**src/rtl/wave_pkg.sv**
```systemverilog
// Shared types for the combined waveform selector.
package wave_pkg;
    // Waveform enables, gathered into one bundle.
    typedef struct packed {
        logic saw;
        logic trg;
        logic pls;
        logic nse;
    } wave_en_t;
endpackage

```
**src/rtl/wave_gen.sv**
```systemverilog
// Generates the four single waveform words from the phase.
// Assumes: phase_top holds the upper OUT_W accumulator bits.
// The triangle fold is disabled by the caller when saw is enabled.
module wave_gen #(
    parameter int OUT_W = 12,
    parameter int NSE_GND = 4
) (
    input  logic [OUT_W-1:0] phase_top,
    input  logic [OUT_W-1:0] pulse_width,
    input  logic [OUT_W-1:0] noise_in,
    input  logic             test,
    input  logic             fold_en,
    output logic [OUT_W-1:0] saw_w,
    output logic [OUT_W-1:0] trg_w,
    output logic [OUT_W-1:0] pls_w,
    output logic [OUT_W-1:0] nse_w
);
    localparam int LOW_W = OUT_W - 1;

    logic [LOW_W-1:0] fold_mask;

    // Saw is the phase itself.
    assign saw_w = phase_top;

    // The fold mask copies the phase MSB into every lower bit when folding is on.
    assign fold_mask = {LOW_W{fold_en & phase_top[OUT_W-1]}};

    // Triangle: folded lower bits, shifted up, with the LSB grounded.
    assign trg_w = {phase_top[LOW_W-1:0] ^ fold_mask, 1'b0};

    // Pulse: all ones at or above the width, or whenever test is set.
    assign pls_w = (test || (phase_top >= pulse_width)) ? {OUT_W{1'b1}} : '0;

    // Noise: the lowest bits are grounded.
    assign nse_w = {noise_in[OUT_W-1:NSE_GND], {NSE_GND{1'b0}}};
endmodule

```
**src/rtl/wave_merge.sv**
```systemverilog
// Combines the selected waveform words by bitwise pulldown (AND).
// Assumes: the words come from wave_gen. With no enable set, the result is zero.
module wave_merge
    import wave_pkg::*;
#(
    parameter int OUT_W = 12
) (
    input  wave_en_t         en,
    input  logic [OUT_W-1:0] saw_w,
    input  logic [OUT_W-1:0] trg_w,
    input  logic [OUT_W-1:0] pls_w,
    input  logic [OUT_W-1:0] nse_w,
    output logic [OUT_W-1:0] mixed
);
    logic any_en;
    logic [OUT_W-1:0] anded;

    assign any_en = en.saw | en.trg | en.pls | en.nse;

    // Each bit is pulled low by any selected waveform that has it at zero.
    for (genvar b = 0; b < OUT_W; b++) begin : g_bit
        logic pulled;
        assign pulled = (en.saw & ~saw_w[b]) | (en.trg & ~trg_w[b])
                      | (en.pls & ~pls_w[b]) | (en.nse & ~nse_w[b]);
        if (b == 0) begin : g_lsb
            // The pulse+triangle pairing pulls the LSB down hard.
            assign anded[b] = ~pulled & ~(en.pls & en.trg);
        end else begin : g_upper
            assign anded[b] = ~pulled;
        end
    end

    // No selection means no output lines are driven.
    assign mixed = any_en ? anded : '0;
endmodule

```
**src/rtl/wave_combiner.sv**
```systemverilog
// Top of the combined waveform selector: waveform generation, AND merge,
// output register and the older-variant accumulator MSB writeback flag.
// Assumes: synchronous active-low reset; outputs lag the inputs by one clock.
module wave_combiner
    import wave_pkg::*;
#(
    parameter int OUT_W = 12,
    parameter bit OLD_MODEL = 1'b1
) (
    input  logic             clk,
    input  logic             rst_n,
    input  logic [OUT_W-1:0] phase_top,
    input  logic [OUT_W-1:0] pulse_width,
    input  logic [OUT_W-1:0] noise_in,
    input  logic             test,
    input  logic             en_saw,
    input  logic             en_trg,
    input  logic             en_pls,
    input  logic             en_nse,
    output logic [OUT_W-1:0] wave_out,
    output logic             acc_msb_clr
);
    localparam int MSB = OUT_W - 1;

    wave_en_t en;
    logic [OUT_W-1:0] saw_w, trg_w, pls_w, nse_w, mixed;
    logic clr_d;

    assign en = '{saw: en_saw, trg: en_trg, pls: en_pls, nse: en_nse};

    wave_gen #(.OUT_W(OUT_W), .NSE_GND(4)) u_gen (
        .phase_top(phase_top), .pulse_width(pulse_width), .noise_in(noise_in),
        .test(test), .fold_en(~en_saw),
        .saw_w(saw_w), .trg_w(trg_w), .pls_w(pls_w), .nse_w(nse_w)
    );

    wave_merge #(.OUT_W(OUT_W)) u_merge (
        .en(en), .saw_w(saw_w), .trg_w(trg_w), .pls_w(pls_w), .nse_w(nse_w),
        .mixed(mixed)
    );

    // Writeback request exists only in the older variant.
    if (OLD_MODEL) begin : g_old
        assign clr_d = en_saw & ~mixed[MSB];
    end else begin : g_new
        assign clr_d = 1'b0;
    end

    // Registers the output word and writeback flag together.
    always_ff @(posedge clk) begin
        if (!rst_n) begin
            wave_out    <= '0;
            acc_msb_clr <= 1'b0;
        end else begin
            wave_out    <= mixed;
            acc_msb_clr <= clr_d;
        end
    end

    assert_none_zero_R2: assert property (@(posedge clk) disable iff (!rst_n)
        !(en_saw | en_trg | en_pls | en_nse) |=> wave_out == '0);

    assert_saw_only_R3: assert property (@(posedge clk) disable iff (!rst_n)
        (en_saw && !en_trg && !en_pls && !en_nse) |=> wave_out == $past(phase_top));

    assert_noise_low_R6: assert property (@(posedge clk) disable iff (!rst_n)
        en_nse |=> wave_out[3:0] == 4'h0);

    assert_trg_lsb_R9: assert property (@(posedge clk) disable iff (!rst_n)
        en_trg |=> !wave_out[0]);

    assert_test_pulse_R5: assert property (@(posedge clk) disable iff (!rst_n)
        (test && en_pls && !en_saw && !en_trg && !en_nse) |=> &wave_out);

    if (OLD_MODEL) begin : g_chk_old
        assert_clr_bit11_R10: assert property (@(posedge clk) disable iff (!rst_n)
            acc_msb_clr |-> !wave_out[MSB]);
    end else begin : g_chk_new
        assert_clr_quiet_R11: assert property (@(posedge clk) disable iff (!rst_n)
            !acc_msb_clr);
    end
endmodule

```
**config.mk**
```make
export PLATFORM = sky130hd
export DESIGN_NAME = wave_combiner
export DESIGN_NICKNAME = d
export VERILOG_FILES = /design/src/rtl/wave_pkg.sv /design/src/rtl/wave_gen.sv /design/src/rtl/wave_merge.sv /design/src/rtl/wave_combiner.sv
export SDC_FILE = /design/constraint.sdc
export NUM_CORES = 1
export LEC_CHECK = 0
export BUFFER_PORTS_ARGS = -buffer_cell sky130_fd_sc_hd__buf_2
export CORE_MARGIN = 1.5
export CORE_UTILIZATION = 25
export DETAILED_ROUTE_END_ITERATION = 10
export GPL_ROUTABILITY_DRIVEN = 0
export PLACE_DENSITY = 0.6
export SKIP_CTS_REPAIR_TIMING = 1
export SLEW_MARGIN = 20
export SYNTH_ARGS = -nofsm -noshare
export SYNTH_HDL_FRONTEND = slang
export SYNTH_SLANG_ARGS = --single-unit
export TNS_END_PERCENT = 50
```
**constraint.sdc**
```tcl
create_clock -name clk -period 1.6 [get_ports clk]
set_input_delay 0.16 -clock clk [delete_from_list [all_inputs] [get_ports clk]]
set_output_delay 0.16 -clock clk [all_outputs]
set_load 0.005 [all_outputs]
```
Word level (Yosys, flattened, before mapping):

Index checks and enable logic that the tools add are counted.

* flip-flop bits (word level): 13
* output and inout bits: 13
* logic and storage cells: 153

* order comparisons: 1
* multiplexer cells: 2
* bitwise operators: 145
* reduce and logical (&&, ||, !) cells: 2

Operators with widths (count)
* 1-bit inverter: 58
* 1-bit bitwise AND: 47
* 1-bit bitwise OR: 39
* 12-bit two-way mux: 2
* 12-bit >= comparator: 1
* 11-bit XOR: 1
* 2-bit AND reduction: 1
* 1-bit logical OR: 1

Longest topological paths before layout:

Gate-level depths: netlist (run 1).

* word-level depth: 12
* gate-level depth with buffers: 7
* depth with buffers taken out: 7

Hierarchy:

A second synthesis (run 1) with hierarchy kept.

* cell total of the unflattened synthesis: 165
* area total of the unflattened synthesis: 1351.3 sq um

By module, submodules not included
* wave_gen: times used 1, cells an instance 90, area an instance 685.7 sq um, sequential area each 0.0 sq um
* wave_combiner: times used 1, cells an instance 28, area an instance 370.4 sq um, sequential area each 260.2 sq um
* wave_merge: times used 1, cells an instance 47, area an instance 295.3 sq um, sequential area each 0.0 sq um

Worst setup path before layout (run 1):

No wires, ideal clock.

* kind: input to register
* from: input port phase_top[0]
* to: register wave_out[11]
* arrival: 1.597 ns
* data required time: 1.485 ns
* setup slack: -0.113 ns
* stages on the path: 7
* path buffers: 0
* cell sequence: inv_1 -> ha_1 -> nand2b_4 -> a2111oi_4 -> a2111oi_4 -> or3_1 -> and3_1

* cells in the longest elaborated chain, start to end: 9

Ends and longest elaborated chain
* from (decl): line wave_combiner.sv:12 `input logic [OUT_W-1:0] phase_top,`
* 12-bit >= comparator: line wave_gen.sv:32 `assign pls_w = (test || (phase_top >= pulse_width)) ? {OUT_W{1'b1}} : '0;`
* 1-bit logical OR: line wave_gen.sv:32
* 12-bit two-way mux: line wave_gen.sv:32
* 1-bit inverter: line wave_merge.sv:24 `| (en.pls & ~pls_w[b]) | (en.nse & ~nse_w[b]);`
* 1-bit bitwise AND: line wave_merge.sv:24
* 1-bit bitwise OR (2 in series): line wave_merge.sv:24
* 1-bit inverter: line wave_merge.sv:29 `assign anded[b] = ~pulled;`
* 12-bit two-way mux: line wave_merge.sv:34 `assign mixed = any_en ? anded : '0;`
* to (signal assigned): line wave_combiner.sv:55 `wave_out <= mixed;`
* to (decl): line wave_combiner.sv:20 `output logic [OUT_W-1:0] wave_out,`

Every way passes these cells.
A chain may end at the register's enable or synchronous reset.

Worst setup path after layout (run 1):

* from: input port phase_top[0]
* to: register wave_out[1]

* cells in the longest elaborated chain, start to end: 8
* elaborated cells on any way between the ends: 12
* classes of those cells: order compare: 1; mux: 1; bitwise: 9; reduce/logical: 1

Ends and longest elaborated chain (line)
* 12-bit >= comparator: wave_gen.sv:32
* 1-bit logical OR: wave_gen.sv:32
* 12-bit two-way mux: wave_gen.sv:32
* 1-bit inverter: wave_merge.sv:24
* 1-bit bitwise AND: wave_merge.sv:24
* 1-bit bitwise OR * (2 in series): wave_merge.sv:24
* 1-bit inverter *: wave_merge.sv:29

Every way passes the cells marked *; elsewhere a longest branch is shown, timed or not.

==> results.json, run 1 <==
{
  "outcome": "complete, no violations",
  "drt-initial-drc-count": 48,
  "async_reset_ff_share_pct": 0,
  "switching_power_uw": 288,
  "gr-total-overflow": 0,
  "pwr-share-clk_pct": 30.0,
  "grt_usage_pct": 12.3,
  "pwr-share-seq_pct": 35.9,
  "hold_path_startpoint": "en_nse",
  "pwr_density_cell_nw_per_um2": 603,
  "post_drt_via_cell_ratio": 4.67,
  "end_kind": "flip-flop",
  "leakage_nw": 0.755,
  "clock-sinks": 13,
  "layout_commonest_cell": "buf_2",
  "die_h_um": 67.2,
  "final_cell_mix": "buf_2, o21ai_0, nand2_1",
  "dp_hpwl_um": 2290,
  "route.detailed.drc": 0,
  "peakVddDrop_uv": 222,
  "worst_slew_pin_slew_ps": 411,
  "critical-path-max-stage-delay_ps": 420,
  "coreArea_um2": 3970,
  "setup_viol": 0,
  "synth_seq_cells": 13,
  "die_area_um2": 4510,
  "ys_types": 28,
  "utilization_pct": 40.7,
  "die_w_um": 67.2,
  "clockBufferDepth": 2,
  "maxSlewViolCount": 0,
  "grt_pass1_wl_um": 4220,
  "rsz0062_at_grt": "true",
  "final_nets": 246,
  "drt_wl_total_um": 2940,
  "path_buf_inv": 2,
  "synthFlopType": "dfxtp_1",
  "synth_top_area_share_pct": 25.3,
  "placed_area_um2": 1430,
  "syn_nets": 182,
  "maxSlewHeadroom_pct": 72.6,
  "h-tree-depth": 1,
  "fmax_mhz": 653,
  "path_common_cell": "a2111oi_4",
  "synth_cells": 127,
  "synth_top_area_cell": "dfxtp_1",
  "avgSynthCellArea_um2": 8.11,
  "tritoncts": "done",
  "yosys_warnings": 0,
  "path_class": "primary input to flip-flop",
  "drt-pass1-iter-count": 4,
  "start_util_pct": 25.9,
  "drive_above_1_share_pct": 46.8,
  "grt_pass1_vias": 964,
  "start_kind": "primary input",
  "hp-class": "primary input to flip-flop",
  "fin_area_um2": 1620,
  "comb_power_share_pct": 34.1,
  "cts_made_buffers": 3,
  "crit_chain": "buf_2 -> inv_1 -> ha_1 -> nand2b_4 -> a2111oi_4 -> a2111oi_4 -> o31ai_2 -> nor2_1",
  "finalSetupTns_ps": 0,
  "crit_start": "phase_top[0]",
  "internal_power_uw": 688,
  "netlist_area_um2": 1030,
  "num_vias": 1120,
  "crit_family": "compound AO/OA/AOI/OAI gates",
  "rows": 23,
  "hold_viol": 0,
  "fill_cells": 418,
  "routedWlPerCell_um": 12.2,
  "crit_slowest_cell": "o31ai_2",
  "p_sw_share_pct": 29.5,
  "worstPathArrival_ps": 1650,
  "ant_nets": 0,
  "worst-path-max-fanout": 3,
  "port_buffers": 51,
  "synth_top_cells_by_area": "dfxtp_1, ha_1, o21ai_0",
  "io_pins": 56,
  "syn_to_final_growth_pct": 57.1,
  "cap_violations": 0,
  "post-route-min-period_ps": 1530,
  "antenna_found_initial": 0,
  "required_ps": 1710,
  "cts_root_buffer": "clkbuf_8",
  "clk_pin_slew_worst_paths_ps": 60,
  "fin_crit_sh_pct": 95.7,
  "grt_max_degree": 14,
  "synth-edff-count": 0,
  "synth-seq-area-share_pct": 25.3,
  "insertedDiodeCount": 0
}
==> sequential cells by signal (all words and copies together), names as in the netlist <==
name	cells
acc_msb_clr	1
wave_out	12
==> cells by family (layout without fill, tap and decap cells) <==
family | Yosys count | in the layout | synth area share [%]
buf+inv | 21 | 84 | 7.78
fa+ha+maj | 12 | 12 | 14.6
flops | 13 | 13 | 25.3
compound gates | 50 | 50 | 36.9
xor+xnor | 2 | 2 | 1.70
simple gates | 29 | 29 | 13.7
==> per-stage QoR <==
stage                     cells  hold WS [ps]  power, mW  worst slack (ps)
after floorplan             127           235      0.513             -59.9
after global placement      237           406      0.645              -199
after detailed placement    237           400      0.649              -200
after CTS                   241           144      0.943              53.5
after global routing        240           156       1.03             -58.0
final                       240           147      0.976              68.9
==> synth_stat cells (all sizes together), types with 2 or more instances <==
master and n:
inv 17, xnor2 2, a21oi 3, clkbuf 3, a221oi 2, nand2 17, o21ai 27, nand4 2
o31ai 2, nor2 2, a2111oi 3, o22ai 2, dfxtp 13, a211oi 9, ha 12
==> path summary, 6_finish.rpt <==
kind | to | cells past startpoint
setup / recovery | wave_out[1]$_SDFF_PN0_ | 8
hold / removal | wave_out[0]$_SDFF_PN0_ | 2
==> area by class of cell <==
class                      instances  area [um^2]  area share (%)
clock buffer                       4         45.0            2.78
timing repair buffer              63          399            24.7
inverter                          17         63.8            3.94
tap                               50         62.6            3.87
multi-input combinational         93          787            48.6
sequential                        13          260            16.1
==> layer usage <==
| metal | share of wire (%) | wire (um) | vias up | GRT usage (%) |
|---|---|---|---|---|
| met5 | 0 | 0 | - | 0 |
| met3 | 5.6 | 165 | 2 | 1.50 |
| li1 | - | - | 583 | - |
| met2 | 50 | 1460 | 33 | 19.9 |
| met1 | 44 | 1280 | 502 | 16.3 |
| met4 | 1.0 | 30 | 0 | 5.36 |
==> power groups by stage <==
stage / clock (mW) / sequential, mW / combinational, mW
floorplan: 0 / 0.362 / 0.151
global placement: 0 / 0.357 / 0.288
detailed placement: 0 / 0.358 / 0.291
CTS: 0.301 / 0.351 / 0.291
global route: 0.310 / 0.352 / 0.372
finish: 0.292 / 0.350 / 0.333
Note: power is estimated with default switching activity, not from simulation.
==> run 2, diff against run 1 <==
CELL_PAD_IN_SITES_DETAIL_PLACEMENT = 1   (was unset)
CELL_PAD_IN_SITES_GLOBAL_PLACEMENT = 1   (was unset)
PLACE_DENSITY = 0.78   (was 0.6)
==> results.json, run 2 (synthesized netlist as in run 1, its figures left out) <==
{
  "ant_nets": 0,
  "syn_to_final_growth_pct": 51.9,
  "post-route-min-period_ps": 1510,
  "cts_root_buffer": "clkbuf_8",
  "clock-sinks": 13,
  "comb_power_share_pct": 33.3,
  "worst_slew_pin_slew_ps": 391,
  "gr-total-overflow": 0,
  "hp-class": "primary input to flip-flop",
  "leakage_nw": 0.763,
  "clockBufferDepth": 2,
  "start_kind": "primary input",
  "total_power_uw": 963,
  "peakVddDrop_uv": 246,
  "fin_crit_sh_pct": 94.1,
  "required_ps": 1720,
  "routedWlPerCell_um": 12.6,
  "rows": 23,
  "end_kind": "flip-flop",
  "h-tree-depth": 1,
  "hold_path_startpoint": "en_nse",
  "drt-initial-drc-count": 32,
  "switching_power_uw": 286,
  "pwr-share-seq_pct": 36.4,
  "p_sw_share_pct": 29.7,
  "holdPathStages": 2,
  "grt_pass1_wl_um": 4850,
  "antenna_found_initial": 0,
  "maxSlewViolCount": 0,
  "fmax_mhz": 664,
  "worstPathArrival_ps": 1620,
  "crit_slowest_cell": "a2111oi_4",
  "internal_power_uw": 677,
  "setup_viol": 0,
  "dp_hpwl_um": 2560,
  "maxSlewHeadroom_pct": 73.7,
  "clk_pin_slew_worst_paths_ps": 60,
  "grt_max_degree": 14,
  "hold_viol": 0,
  "largest_reg_flops": 12,
  "route.detailed.drc": 0,
  "crit_family": "compound AO/OA/AOI/OAI gates",
  "cts_made_buffers": 3,
  "worst-path-max-fanout": 7,
  "critical-path-max-stage-delay_ps": 340,
  "crit_start": "phase_top[0]",
  "crit_chain": "buf_2 -> inv_1 -> ha_1 -> nand2b_4 -> a2111oi_4 -> a2111oi_4 -> o31ai_4 -> buf_6 -> a211oi_1",
  "fill_cells": 499,
  "port_buffers": 51,
  "path_depth": 9,
  "final_cell_mix": "buf_2, o21ai_0, nand2_1",
  "grt_usage_pct": 14.0,
  "insertedDiodeCount": 0,
  "path_common_cell": "a2111oi_4",
  "path_buf_inv": 3,
  "die_w_um": 67.2,
  "coreArea_um2": 3970,
  "drt-pass1-iter-count": 5,
  "outcome": "complete, no violations",
  "drive_above_1_share_pct": 43.6,
  "drt_wl_total_um": 3090,
  "grt_pass1_vias": 1141,
  "start_util_pct": 25.9,
  "final_nets": 251,
  "pwr-share-clk_pct": 30.2,
  "layout_commonest_cell": "buf_2",
  "cap_violations": 0,
  "num_vias": 1131,
  "die_h_um": 67.2,
  "largest-register": "wave_out",
  "utilization_pct": 39.4,
  "rsz0062_at_grt": "false",
  "path_class": "primary input to flip-flop",
  "pwr_density_cell_nw_per_um2": 616,
  "die_area_um2": 4510,
  "io_pins": 56,
  "post_drt_via_cell_ratio": 4.62,
  "top_regs": "wave_out: 12 flops, acc_msb_clr: 1 flops",
  "tritoncts": "done"
}
[run 2: per-stage QoR]
| step | instance area (um^2) | hold WS [ps] | setup WS, ps | std cells | setup TNS, ps |
|---|---|---|---|---|---|
| floorplan | 1030 | 235 | -59.9 | 127 | -121 |
| global placement | 1460 | 407 | -188 | 241 | -1780 |
| detailed placement | 1460 | 409 | -235 | 241 | -2320 |
| CTS | 1510 | 149 | 10.5 | 245 | 0 |
| global route | 1560 | 156 | 3.53 | 245 | 0 |
| finish | 1560 | 152 | 93.8 | 245 | 0 |
[run 2: power by group through the flow]
stage	logic [mW]	clock network, mW	registers (mW)
floorplan	0.151	0	0.362
global placement	0.298	0	0.358
detailed placement	0.307	0	0.358
CTS	0.308	0.301	0.351
global route	0.360	0.318	0.353
finish	0.321	0.291	0.351
[run 2: cell type report]
| cell class | count | area, um^2 | share of cell area, % |
|---|---|---|---|
| flip-flops and latches | 13 | 260 | 16.6 |
| inverters | 17 | 63.8 | 4.08 |
| well taps | 50 | 62.6 | 4.00 |
| repair buffers | 68 | 387 | 24.7 |
| clock inverters | 1 | 5.00 | 0.320 |
| clock buffers | 3 | 41.3 | 2.64 |
| multi-input cells | 93 | 744 | 47.6 |
[run 2: metal layers]
metal / global-route usage, % / share of wire [%] / vias to the layer above
met5: 0 / 0 / -
met4: 4.59 / 0.81 / 0
met3: 0.833 / 4.0 / 2
met2: 26.6 / 51 / 28
met1: 16.4 / 44 / 511
li1: - / - / 590
[run 2: worst paths after layout]
path                     end  slack (ps)
min   wave_out[0]$_SDFF_PN0_         150
max   wave_out[4]$_SDFF_PN0_          90
==> run 3, diff against run 2 <==
MAX_ROUTING_LAYER = met4   (was unset)
PLACE_DENSITY = 0.75   (was 0.78)
clock period = 1.7 ns   (was 1.6 ns; I/O delays follow)
==> results.json, run 3 (synthesized netlist as in run 1, its figures left out) <==
{
  "outcome": "complete, no violations",
  "start_kind": "primary input",
  "grt_pass1_vias": 1156,
  "clk_pin_slew_worst_paths_ps": 60,
  "clockBufferDepth": 2,
  "place_ws_ps": -160,
  "rows": 23,
  "final_nets": 249,
  "largest_reg_flops": 12,
  "hold_viol": 0,
  "peakVddDrop_uv": 245,
  "worst_slew_pin_slew_ps": 417,
  "drive_above_1_share_pct": 40.4,
  "setup_ws_ps": 136,
  "die_h_um": 67.2,
  "rsz0062_at_grt": "true",
  "post_drt_via_cell_ratio": 4.77,
  "worstPathArrival_ps": 1710,
  "dp_hpwl_um": 2830,
  "cts_root_buffer": "clkbuf_8",
  "routedWlPerCell_um": 13.8,
  "fill_cells": 516,
  "fin_crit_sh_pct": 92.0,
  "maxSlewHeadroom_pct": 72.2,
  "drt_wl_total_um": 3350,
  "syn_to_final_growth_pct": 46.2,
  "grt_pass1_wl_um": 5120,
  "drt-initial-drc-count": 80,
  "post-route-min-period_ps": 1560,
  "grt_usage_pct": 15.8,
  "num_vias": 1159,
  "die_w_um": 67.2,
  "worst-path-max-fanout": 5,
  "gr-total-overflow": 0,
  "cts_made_buffers": 3,
  "required_ps": 1850,
  "die_area_um2": 4510,
  "top_regs": "wave_out: 12 flops, acc_msb_clr: 1 flops",
  "insertedDiodeCount": 0,
  "dp.cells": 239,
  "start_util_pct": 25.9,
  "leakage_nw": 0.748,
  "route.detailed.drc": 0,
  "largest-register": "wave_out",
  "crit_slowest_cell": "a2111oi_4",
  "fmax_mhz": 639,
  "instances_no_fill": 243,
  "coreArea_um2": 3970,
  "tritoncts": "done",
  "drt-pass1-iter-count": 4,
  "crit_chain": "buf_2 -> ha_1 -> nand4_1 -> a2111oi_4 -> o31ai_2 -> buf_4 -> a221oi_1",
  "io_pins": 56,
  "path_class": "primary input to flip-flop",
  "pwr_density_cell_nw_per_um2": 601,
  "final_cell_mix": "buf_2, o21ai_0, inv_1, nand2_1, buf_4",
  "utilization_pct": 37.9,
  "cap_violations": 0,
  "hp-class": "primary input to flip-flop",
  "ant_nets": 0,
  "grt_max_degree": 14,
  "end_kind": "flip-flop",
  "h-tree-depth": 1,
  "layout_commonest_cell": "buf_2",
  "maxSlewViolCount": 0,
  "antenna_found_initial": 0,
  "clock-sinks": 13,
  "setup_viol": 0,
  "port_buffers": 51,
  "critical-path-max-stage-delay_ps": 450
}
[run 3: per-stage QoR]
stage                     power (mW)  hold slack (ps)  cell area (um^2)  setup TNS, ps
after CTS                      0.909              156              1490              0
after floorplan                0.482              245              1030              0
after global placement         0.615              413              1440           -713
after global routing           0.960              169              1510          -2.46
final                          0.904              157              1510              0
after detailed placement       0.628              420              1440          -1340
[run 3: worst paths after layout]
path                         start                     end  slack (ps)  cells after the start
worst max-delay path  phase_top[8]  wave_out[2]$_SDFF_PN0_         140                      7
worst min-delay path        en_nse  wave_out[0]$_SDFF_PN0_         160                      2
[run 3: power breakdown]
group          leakage (nW)  total (mW)  switching, mW  internal [mW]
logic                 0.618       0.292          0.151          0.140
clock network        0.0228       0.283          0.117          0.166
registers             0.107       0.330        0.00409          0.326
total                 0.748       0.904          0.273          0.632
[run 3: worst max-delay path, delay by kind of cell]
family / cells / cell delay (ps)
AO/OA/AOI/OAI: 3 / 760
AND/OR/NAND/NOR: 1 / 180
adder cells (fa/ha/maj): 1 / 300
buffers and inverters: 2 / 290
[run 3: layout make-up]
| cell class | count | area (um^2) | share of cell area [%] |
|---|---|---|---|
| Timing Repair Buffer | 66 | 368 | 24.4 |
| Clock buffer | 4 | 45.0 | 2.99 |
| Multi-Input combinational cell | 93 | 706 | 46.9 |
| Sequential cell | 13 | 260 | 17.3 |
| Inverter | 17 | 63.8 | 4.24 |
| Tap cell | 50 | 62.6 | 4.16 |
[run 3: metal layers]
metal,track usage (%),part of all wire [%],up-vias
met5,-,0,-
met4,6.89,1.9,0
met3,2.17,5.2,4
met2,28.2,52,35
met1,17.3,41,531
li1,-,-,589
